File: src/rtl/clc_pkg.sv
package clc_pkg;

   typedef enum logic [2:0] {
      REG_START = 3'd0,
      REG_STATE = 3'd1,
      REG_STOP  = 3'd2,
      REG_XDIS  = 3'd3,
      REG_DONE  = 3'd4,
      REG_IEN   = 3'd5,
      REG_NMIS  = 3'd6,
      REG_SPARE = 3'd7
   } reg_idx_e;

   // registers reachable while the engine runs, one bit per index
   localparam logic [7:0] FREE_WHILE_RUN = 8'b0111_1110;

   localparam int NMIS_W = 8;

endpackage

File: src/rtl/clc_cmd_ram.sv
module clc_cmd_ram #(
   parameter int DW = 16,
   parameter int AW = 6,
   localparam int DEPTH = 1 << AW
) (
   input  logic          clk,
   input  logic          wr_en,
   input  logic [AW-1:0] wr_addr,
   input  logic [DW-1:0] wr_data,
   input  logic [AW-1:0] fetch_addr,
   output logic [DW-1:0] fetch_data,
   input  logic [AW-1:0] host_addr,
   output logic [DW-1:0] host_data
);

   logic [DW-1:0] mem [DEPTH];

   always_ff @(posedge clk) begin
      if (wr_en) mem[wr_addr] <= wr_data;
   end

   assign fetch_data = mem[fetch_addr];
   assign host_data  = mem[host_addr];

endmodule

File: src/rtl/clc_host_dec.sv
module clc_host_dec
   import clc_pkg::*;
(
   input  logic     sel,
   input  logic     we,
   input  logic     reg_space,
   input  reg_idx_e idx,
   output logic     ram_hit,
   output logic     reg_hit,
   output logic     guarded,
   output logic     start_wr,
   output logic     kill_wr
);

   logic [7:0] free_vec;

   for (genvar i = 0; i < 8; i++) begin : g_free
      assign free_vec[i] = FREE_WHILE_RUN[i];
   end

   assign ram_hit  = sel && !reg_space;
   assign reg_hit  = sel && reg_space;
   assign guarded  = ram_hit || (reg_hit && !free_vec[idx]);
   assign start_wr = reg_hit && we && (idx == REG_START);
   assign kill_wr  = reg_hit && we && (idx == REG_STOP);

endmodule

File: src/rtl/clc_seq.sv
module clc_seq #(
   parameter int AW     = 6,
   parameter int OP_W   = 5,
   parameter int RSV_LO = 30,
   localparam int OP_N  = 1 << OP_W
) (
   input  logic            clk,
   input  logic            rst_n,
   input  logic            start_wr,
   input  logic [AW-1:0]   start_addr,
   input  logic            host_stop,
   input  logic [OP_W-1:0] opcode,
   output logic            run,
   output logic [AW-1:0]   ptr,
   output logic            stop_evt
);

   logic is_rsv;
   logic op_stop;

   if (RSV_LO >= OP_N) begin : g_no_rsv
      assign is_rsv = 1'b0;
   end else begin : g_rsv
      assign is_rsv = (opcode >= OP_W'(RSV_LO));
   end

   assign op_stop  = (opcode == OP_W'(0)) || (opcode == OP_W'(1)) || is_rsv;
   assign stop_evt = run && (op_stop || host_stop);

   always_ff @(posedge clk or negedge rst_n) begin
      if (!rst_n) begin
         run <= 1'b0;
         ptr <= '0;
      end else if (!run) begin
         if (start_wr) begin
            run <= 1'b1;
            ptr <= start_addr;
         end
      end else if (stop_evt) begin
         run <= 1'b0;
      end else begin
         ptr <= ptr + 1'b1;
      end
   end

endmodule

File: src/rtl/clc_launch_top.sv
module clc_launch_top
   import clc_pkg::*;
#(
   parameter int RAM_AW = 6,
   parameter int CMD_W  = 16,
   parameter int OP_W   = 5,
   parameter int RSV_LO = 30,
   localparam int HA_W  = RAM_AW + 1
) (
   input  logic             clk,
   input  logic             rst_n,
   input  logic             host_sel,
   input  logic             host_we,
   input  logic [HA_W-1:0]  host_addr,
   input  logic [CMD_W-1:0] host_wdata,
   output logic [CMD_W-1:0] host_rdata,
   output logic             irq_n
);

   if (RAM_AW < 3 || RAM_AW > 11) begin : g_bad_aw
      $error("RAM_AW must lie in 3..11");
   end
   if (CMD_W < 8 || OP_W < 2 || OP_W >= CMD_W) begin : g_bad_w
      $error("command width too narrow for opcode and spare register");
   end

   reg_idx_e            idx;
   logic                ram_hit, reg_hit, guarded, start_wr, kill_wr;
   logic                run, stop_evt;
   logic [RAM_AW-1:0]   ptr;
   logic [CMD_W-1:0]    fetch_word, ram_rd;
   logic [OP_W-1:0]     fetch_op;
   logic                done_flag, ien, xdis;
   logic [NMIS_W-1:0]   nmis;
   logic                reg_wr;

   assign idx      = reg_idx_e'(host_addr[2:0]);
   assign fetch_op = fetch_word[CMD_W-1 -: OP_W];
   assign reg_wr   = reg_hit && host_we;

   clc_host_dec u_dec (
      .sel       (host_sel),
      .we        (host_we),
      .reg_space (host_addr[HA_W-1]),
      .idx       (idx),
      .ram_hit   (ram_hit),
      .reg_hit   (reg_hit),
      .guarded   (guarded),
      .start_wr  (start_wr),
      .kill_wr   (kill_wr)
   );

   clc_cmd_ram #(.DW(CMD_W), .AW(RAM_AW)) u_ram (
      .clk        (clk),
      .wr_en      (ram_hit && host_we && !run),
      .wr_addr    (host_addr[RAM_AW-1:0]),
      .wr_data    (host_wdata),
      .fetch_addr (ptr),
      .fetch_data (fetch_word),
      .host_addr  (host_addr[RAM_AW-1:0]),
      .host_data  (ram_rd)
   );

   clc_seq #(.AW(RAM_AW), .OP_W(OP_W), .RSV_LO(RSV_LO)) u_seq (
      .clk        (clk),
      .rst_n      (rst_n),
      .start_wr   (start_wr),
      .start_addr (host_wdata[RAM_AW-1:0]),
      .host_stop  (kill_wr || guarded),
      .opcode     (fetch_op),
      .run        (run),
      .ptr        (ptr),
      .stop_evt   (stop_evt)
   );

   always_ff @(posedge clk or negedge rst_n) begin
      if (!rst_n) begin
         done_flag <= 1'b0;
         ien       <= 1'b0;
         xdis      <= 1'b0;
         nmis      <= '0;
      end else begin
         if (stop_evt)
            done_flag <= 1'b1;
         else if (reg_wr && idx == REG_DONE && host_wdata[0])
            done_flag <= 1'b0;
         if (reg_wr && idx == REG_IEN)  ien  <= host_wdata[0];
         if (reg_wr && idx == REG_XDIS) xdis <= host_wdata[0];
         if (reg_wr && idx == REG_NMIS) nmis <= host_wdata[NMIS_W-1:0];
      end
   end

   always_comb begin
      host_rdata = '0;
      if (ram_hit) begin
         if (!run) host_rdata = ram_rd;
      end else if (reg_hit) begin
         unique case (idx)
            REG_START: if (!run) host_rdata[RAM_AW-1:0] = ptr;
            REG_STATE: host_rdata[0] = run;
            REG_DONE:  host_rdata[0] = done_flag;
            REG_IEN:   host_rdata[0] = ien;
            REG_XDIS:  host_rdata[0] = xdis;
            REG_NMIS:  host_rdata[NMIS_W-1:0] = nmis;
            default:   host_rdata = '0;
         endcase
      end
   end

   assign irq_n = !(done_flag && ien);

endmodule

File: config.mk
export PLATFORM = sky130hd
export DESIGN_NAME = clc_launch_top
export DESIGN_NICKNAME = d
export VERILOG_FILES = /design/src/rtl/clc_pkg.sv /design/src/rtl/clc_cmd_ram.sv /design/src/rtl/clc_host_dec.sv /design/src/rtl/clc_seq.sv /design/src/rtl/clc_launch_top.sv
export SDC_FILE = /design/constraint.sdc
export NUM_CORES = 1
export LEC_CHECK = 0
export BUFFER_PORTS_ARGS = -buffer_cell sky130_fd_sc_hd__buf_2
export CAP_MARGIN = 10
export CORE_MARGIN = 4
export CORE_UTILIZATION = 40
export DETAILED_ROUTE_END_ITERATION = 10
export SLEW_MARGIN = 15
export SYNTH_ARGS = -nofsm -noshare
export SYNTH_HDL_FRONTEND = slang
export SYNTH_SLANG_ARGS = --single-unit
File: constraint.sdc
create_clock -name clk -period 3.85 [get_ports clk]
set_clock_uncertainty 0.05 [all_clocks]
set_input_delay 0.77 -clock clk [delete_from_list [all_inputs] [get_ports clk]]
set_output_delay 0.77 -clock clk [all_outputs]
set_load 0.01 [all_outputs]
==> impl_metrics.tcl, run 1 <==
set metrics [dict create \
    global_route.usage.total_pct 21.4 \
    power.ir.vdd_worst_uv 390 \
    final_critical_path_setup_slack_ns -0.180 \
    placedInstanceArea_mm2 0.0463 \
    synthDominantAreaCellType "sky130_fd_sc_hd__edfxtp_1" \
    finalInstanceArea_mm2 0.0508 \
    area_growth_syn_to_layout_pct 19.3 \
    numClockSinks 1042 \
    grt_first_pass_wirelength_um 169000 \
    min-delay-path-class "in2async" \
    tritoncts.num_buffers 106 \
    grt_start_max_net_pins 67 \
    crit_startpoint "host_addr[1]" \
    clkLatencyLatePin_ns 0.67 \
    tightest_pin_transition_ns 1.19 \
    globalplace.congestion 0.952 \
    synth-edff-count 1024 \
    drt_wl_total_um 120000 \
    powerDensity_mw_per_mm2 517 \
    worst-setup-path-type "in2out" \
    leakage_nw 16.4 \
    postRouteAntennaNets 0 \
    critical-path-top-delay-family "buffers and inverters" \
    fp.dieArea_mm2 0.112 \
    final_report_max_slew_violation_count 0 \
    wire_per_inst_um 32.0 \
    post_route_cells_drive_above_1_share_pct 39.3 \
    worstPathArrival_ns 3.21 \
    layout_min_cycle_time_ns 4.03 \
    initial_utilization_pct 40.4 \
    finalHoldViolations 0 \
    syn-num-nets 1968 \
    maxClockFrequency_mhz 248 \
    placement_rows 119 \
    synth.ff_latch_count 1042 \
    synth_cell_type_count 64 \
    layout.cells.most_common "sky130_fd_sc_hd__edfxtp_1" \
    layout.cells.most_common_list "sky130_fd_sc_hd__edfxtp_1, sky130_fd_sc_hd__mux4_2, sky130_fd_sc_hd__buf_4" \
    cts-htree-levels 3 \
    worstPathMaxFanout 20 \
    avgSynthCellArea_um2 21.9 \
    fillers 8605 \
    violated_checks "negative setup slack" \
    final_core_util_pct 48.2 \
    setup-violations-final 12 \
    rsz0062_at_grt "true" \
    async_flop_share_pct 1.73 \
    number_of_remaining_drc_errors 0 \
    cts_root_buf "sky130_fd_sc_hd__clkbuf_16" \
    grt_antenna_before_repair 14 \
    count_of_warnings_emitted_by_yosys 0 \
    rr_startpoint "u_seq.ptr[0]" \
    headroom_to_the_max_slew_limit_pct 21.0 \
    setup.worst_path.end_class "output port" \
    path_cells "buf_16 -> buf_12 -> buf_4 -> mux4_2 -> mux4_2 -> a211oi_4 -> buf_4 -> a211oi_2 -> buf_2" \
    die_w_um 334 \
    nNetsFinal 2296 \
    synth_top_flop_cell "sky130_fd_sc_hd__edfxtp_1" \
    synth.top_cell.area_share_pct 72.2 \
    post_synthesis_cell_area_mm2 0.0426 \
    critical_path.max_stage_delay_ns 0.55 \
    dpl.hpwl_um 74700 \
    max-clock-path-buffers 3 \
    whs_ns 0.0305 \
    vertical_extent_of_the_die_um 334 \
    fin_setup_tns_ns -1.55 \
    drt-initial-drc-count 2573 \
    cap_viol_max_count 0 \
    io_pins 44 \
    cts_tree "done" \
    setup.worst_path.start_class "input pin" \
    drt-vias-per-instance 5.98 \
    clk_pin_slew_worst_paths_ns 0.06 \
    critPathSlowestCell "sky130_fd_sc_hd__mux4_2" \
    required_ns 3.03 \
    grt_overflow 0 \
    area_contributors_post_synth "sky130_fd_sc_hd__edfxtp_1, sky130_fd_sc_hd__mux4_2, sky130_fd_sc_hd__mux2i_1" \
    first_global_vias 22800 \
    port-buffer-count 43 \
    outcome "finished, violations left" \
    core_mm2 0.105 \
    worstPathBufferInverterCount 5 \
    post_synth_inst_count 1940 \
    final_min_period_over_clock_period_pct 105 \
    synth_seq_area_share_pct 73.3 \
    detailedRoute.firstPassIterationCount 5 \
    detailroute.via_count 22400 \
]
flip-flops by register name (all words and copies together), names as in the netlist:
register / count
nmis: 8
xdis: 1
u_seq.run: 1
ien: 1
u_seq.ptr: 6
u_ram.mem: 1024
done_flag: 1
cells in the mapped netlist, types with 11 or more instances:
| library cell | n |
|---|---|
| sky130_fd_sc_hd__buf_1 | 11 |
| sky130_fd_sc_hd__clkbuf_1 | 48 |
| sky130_fd_sc_hd__buf_2 | 35 |
| sky130_fd_sc_hd__a21oi_1 | 19 |
| sky130_fd_sc_hd__dfrtp_1 | 18 |
| sky130_fd_sc_hd__mux4_2 | 344 |
| sky130_fd_sc_hd__nor2_1 | 94 |
| sky130_fd_sc_hd__o22ai_1 | 19 |
| sky130_fd_sc_hd__mux4_1 | 17 |
| sky130_fd_sc_hd__o21ai_0 | 12 |
| sky130_fd_sc_hd__nor2b_1 | 11 |
| sky130_fd_sc_hd__mux2i_1 | 47 |
| sky130_fd_sc_hd__nand3_1 | 12 |
| sky130_fd_sc_hd__nand2_1 | 69 |
| sky130_fd_sc_hd__a22oi_1 | 14 |
| sky130_fd_sc_hd__nor3_1 | 13 |
| sky130_fd_sc_hd__edfxtp_1 | 1024 |
| sky130_fd_sc_hd__mux2_2 | 17 |
path summary, 6_finish.rpt:
path / endpoint / slack [ns] / cells after the start
max: host_rdata[9] / -0.18 / 9
min: u_seq.ptr[4] / 0.03 / 1
max reg2reg: u_seq.ptr[1] / 0.20 / 8
min reg2reg: nmis[4] / 0.47 / 1
max in group asynchronous: u_seq.ptr[0] / 3.31 / 1
min in group clk: nmis[4] / 0.47 / 1
metal layers:
| layer | track usage [%] | wire length [um] |
|---|---|---|
| met1 | 28.9 | 47300 |
| met3 | 5.41 | 11200 |
| met5 | 0 | 48 |
| met4 | 7.70 | 4380 |
| met2 | 34.0 | 57200 |
cell type report:
| class | count | area (um2) | share of cell area (%) |
|---|---|---|---|
| Inverter | 11 | 43.8 | 0.0862 |
| Sequential cell | 1042 | 31200 | 61.5 |
| Multi-Input combinational cell | 773 | 11100 | 21.9 |
| Antenna cell | 3 | 7.51 | 0.0148 |
| Timing Repair Buffer | 334 | 3280 | 6.46 |
| Tap cell | 1391 | 1740 | 3.43 |
| Clock buffer | 142 | 2870 | 5.66 |
| Clock inverter | 57 | 488 | 0.961 |
logic make-up (layout without fill, tap and decap cells):
family                     after synthesis  count (layout)  share of synthesized area [%]
muxes                                  425             425                           20.8
other                                    0               3                              0
DFF                                   1042            1042                           73.3
AOI/OAI and AO/OA                      115             115                           1.91
and+or+nand+nor                        232             232                           2.43
adders and majority gates                1               1                         0.0294
buffers and inverters                  125             544                           1.54
per-stage QoR:
step                      worst slack (ns)  instances  power (W)
after global placement              -0.860       3512     0.0163
after detailed placement            -0.806       3512     0.0163
after CTS                           -0.192       3737     0.0263
after floorplan                    -0.0555       1940     0.0150
after global routing                -0.197       3750     0.0271
final                               -0.180       3753     0.0263
repair_timing:
action	CTS	global route
hold buffers	0	0
endpoints found under the setup margin	16	16
pin swaps	11	11
gates cloned	4	5
setup buffers	23	10
gates resized for setup	86	36
report_power, final:
group | leakage (nW) | switching [W] | total (W) | internal (W)
clock | 1.63 | 0.00422 | 0.00993 | 0.00570
sequential | 9.43 | 0.000185 | 0.0127 | 0.0125
combinational | 5.30 | 0.00203 | 0.00363 | 0.00160
(Power assumes the default switching activity.)
==> inputs of run 2 (changes only) <==
- CORE_ASPECT_RATIO: not set -> 1.4
==> run 2 against run 1 <==
The run still ends with negative setup slack left. Non-clock buffer count grew 22. First-iteration DRC count up 1.7%. Clock power shrank 3.2%. Critical path depth fell by 1. Sequential share of layout area is 0.053 points higher. Register-to-register slack improved by 0.12 ns. Fmax increased by 0.42%. Sequential cell count stayed put. Sequential power is essentially flat. Combinational power barely moved. Setup slack better by 0.017 ns. Critical path type unchanged. Largest cell class unchanged.
==> impl_metrics.tcl, run 2 (synthesized netlist as in run 1, its figures left out) <==
set metrics [dict create \
    outcome "finished, violations left" \
    violated_checks "negative setup slack" \
    nNetsFinal 2305 \
    grt_first_pass_wirelength_um 175000 \
    design_power_total_w 0.0260 \
    die_w_um 284 \
    drt_wl_total_um 124000 \
    grt_start_max_net_pins 65 \
    tritoncts.num_buffers 93 \
    whs_ns 0.464 \
    largest_registers "u_ram.mem (1024), nmis (8), u_seq.ptr (6)" \
    powerDensity_mw_per_mm2 512 \
    headroom_to_the_max_slew_limit_pct 22.9 \
    max-clock-path-buffers 3 \
    fillers 8443 \
    max_flop_register "u_ram.mem" \
    final_min_period_over_clock_period_pct 104 \
    io_pins 44 \
    min-delay-path-class "reg2reg" \
    worstPathArrival_ns 3.19 \
    core_mm2 0.106 \
    layout.cells.most_common_list "sky130_fd_sc_hd__edfxtp_1, sky130_fd_sc_hd__mux4_2, sky130_fd_sc_hd__buf_4" \
    rr_worst_depth 9 \
    cts_root_buf "sky130_fd_sc_hd__clkbuf_16" \
    drt-vias-per-instance 6.05 \
    finalHoldViolations 0 \
    worst-setup-path-type "in2out" \
    worstPathMaxFanout 8 \
    detailedPlace.worstSlack_ns -0.887 \
    setup.worst_path.start_class "input pin" \
    final_critical_path_setup_slack_ns -0.163 \
    first_global_vias 23000 \
    setup.worst_path.end_class "output port" \
    number_of_remaining_drc_errors 0 \
    final_report_max_slew_violation_count 0 \
    cap_viol_max_count 0 \
    holdPathStages 1 \
    dpl.hpwl_um 79600 \
    detailroute.via_count 22500 \
    rsz0062_at_grt "true" \
    fp.dieArea_mm2 0.112 \
    fin_setup_tns_ns -1.35 \
    detailedRoute.firstPassIterationCount 7 \
    postRouteAntennaNets 0 \
    cts-htree-levels 3 \
    numClockSinks 1042 \
    globalplace.congestion 0.945 \
    layout_min_cycle_time_ns 4.01 \
    vertical_extent_of_the_die_um 394 \
    area_growth_syn_to_layout_pct 19.2 \
    drt-initial-drc-count 2618 \
    power.ir.vdd_worst_uv 360 \
    leakage_nw 16.4 \
    maxClockFrequency_mhz 249 \
    clk_pin_slew_worst_paths_ns 0.06 \
    clkLatencyLatePin_ns 0.69 \
    port-buffer-count 43 \
    required_ns 3.03 \
    wire_per_inst_um 33.3 \
    initial_utilization_pct 40.3 \
    layout.cells.most_common "sky130_fd_sc_hd__edfxtp_1" \
    global_route.usage.total_pct 22.0 \
    tightest_pin_transition_ns 1.16 \
    cts_tree "done" \
    largest_reg_flops 1024 \
    grt_antenna_before_repair 6 \
    placement_rows 141 \
    setup-violations-final 12 \
    grt_overflow 0 \
    post_route_cells_drive_above_1_share_pct 40.8 \
]
## run 2: cell types whose count changed in the layout (fill, tap and decap cells not counted), sizes merged, moves of 2 or more
cell,previous run,this run
clkbuf,147,119
buf,329,352
clkinv,44,35
bufinv,7,13
diode,3,1
## run 2: per-stage QoR
| step | instance area [um2] | cells | util, % |
|---|---|---|---|
| after floorplan | 42600 | 1940 | - |
| after CTS | 50600 | 3711 | 47.9 |
| after detailed placement | 46700 | 3512 | 44.2 |
| after global routing | 50700 | 3713 | 48.0 |
| final | 50700 | 3714 | 48.0 |
| after global placement | 46700 | 3512 | 44.2 |
## run 2: final cells by class
type / instances / area [um2] / share of cell area [%]
Antenna cell: 1 / 2.50 / 0.00493
Clock buffer: 117 / 2500 / 4.93
Clock inverter: 56 / 641 / 1.26
Inverter: 11 / 43.8 / 0.0863
Multi-Input combinational cell: 773 / 11100 / 21.9
Sequential cell: 1042 / 31200 / 61.5
Tap cell: 1358 / 1700 / 3.35
Timing Repair Buffer: 356 / 3510 / 6.91
## run 2: per-layer routing
metal / GRT usage (%) / part of all wire [%] / routed length (um) / vias to the layer above
met2: 37.0 / 50 / 61800 / 1157
li1: - / - / - / 9000
met1: 28.0 / 37 / 45900 / 12100
met5: 0 / 0.011 / 13 / -
met4: 9.73 / 5.2 / 6420 / 2
met3: 4.23 / 7.7 / 9560 / 264
## run 2: critical path, cell delays in order
cell                     delay, ns
sky130_fd_sc_hd__buf_16       0.13
sky130_fd_sc_hd__buf_16       0.18
sky130_fd_sc_hd__buf_12       0.12
sky130_fd_sc_hd__mux4_2       0.48
sky130_fd_sc_hd__mux4_2       0.59
sky130_fd_sc_hd__mux4_2       0.49
sky130_fd_sc_hd__a41o_1       0.24
sky130_fd_sc_hd__buf_2        0.16
## run 2: path summary, 6_finish.rpt
path | from | to | slack, ns
worst max register to register | u_seq.ptr[0] | u_seq.ptr[1] | 0.32
worst max-delay path | host_addr[0] | host_rdata[4] | -0.16
worst min register to register | nmis[0] | nmis[0] | 0.46
worst min-delay path | nmis[0] | nmis[0] | 0.46
max in group asynchronous | rst_n | u_seq.ptr[0] | 2.84
min in group asynchronous | rst_n | nmis[2] | 0.54
## run 2: power breakdown
part | internal, W | switching (W) | leakage (nW)
Combinational | 0.00166 | 0.00199 | 5.41
Clock | 0.00550 | 0.00411 | 1.52
Sequential | 0.0125 | 0.000204 | 9.43
## run 2: repair_timing
| action | 4_1_cts | 5_1_grt |
|---|---|---|
| gates resized for setup | 74 | 25 |
| endpoints found under the hold margin | 18 | 0 |
| gates cloned | 10 | 2 |
| hold buffers | 1 | 0 |
| setup endpoints to repair | 16 | 16 |
| pin swaps | 16 | 9 |
| buffers inserted | 16 | 2 |
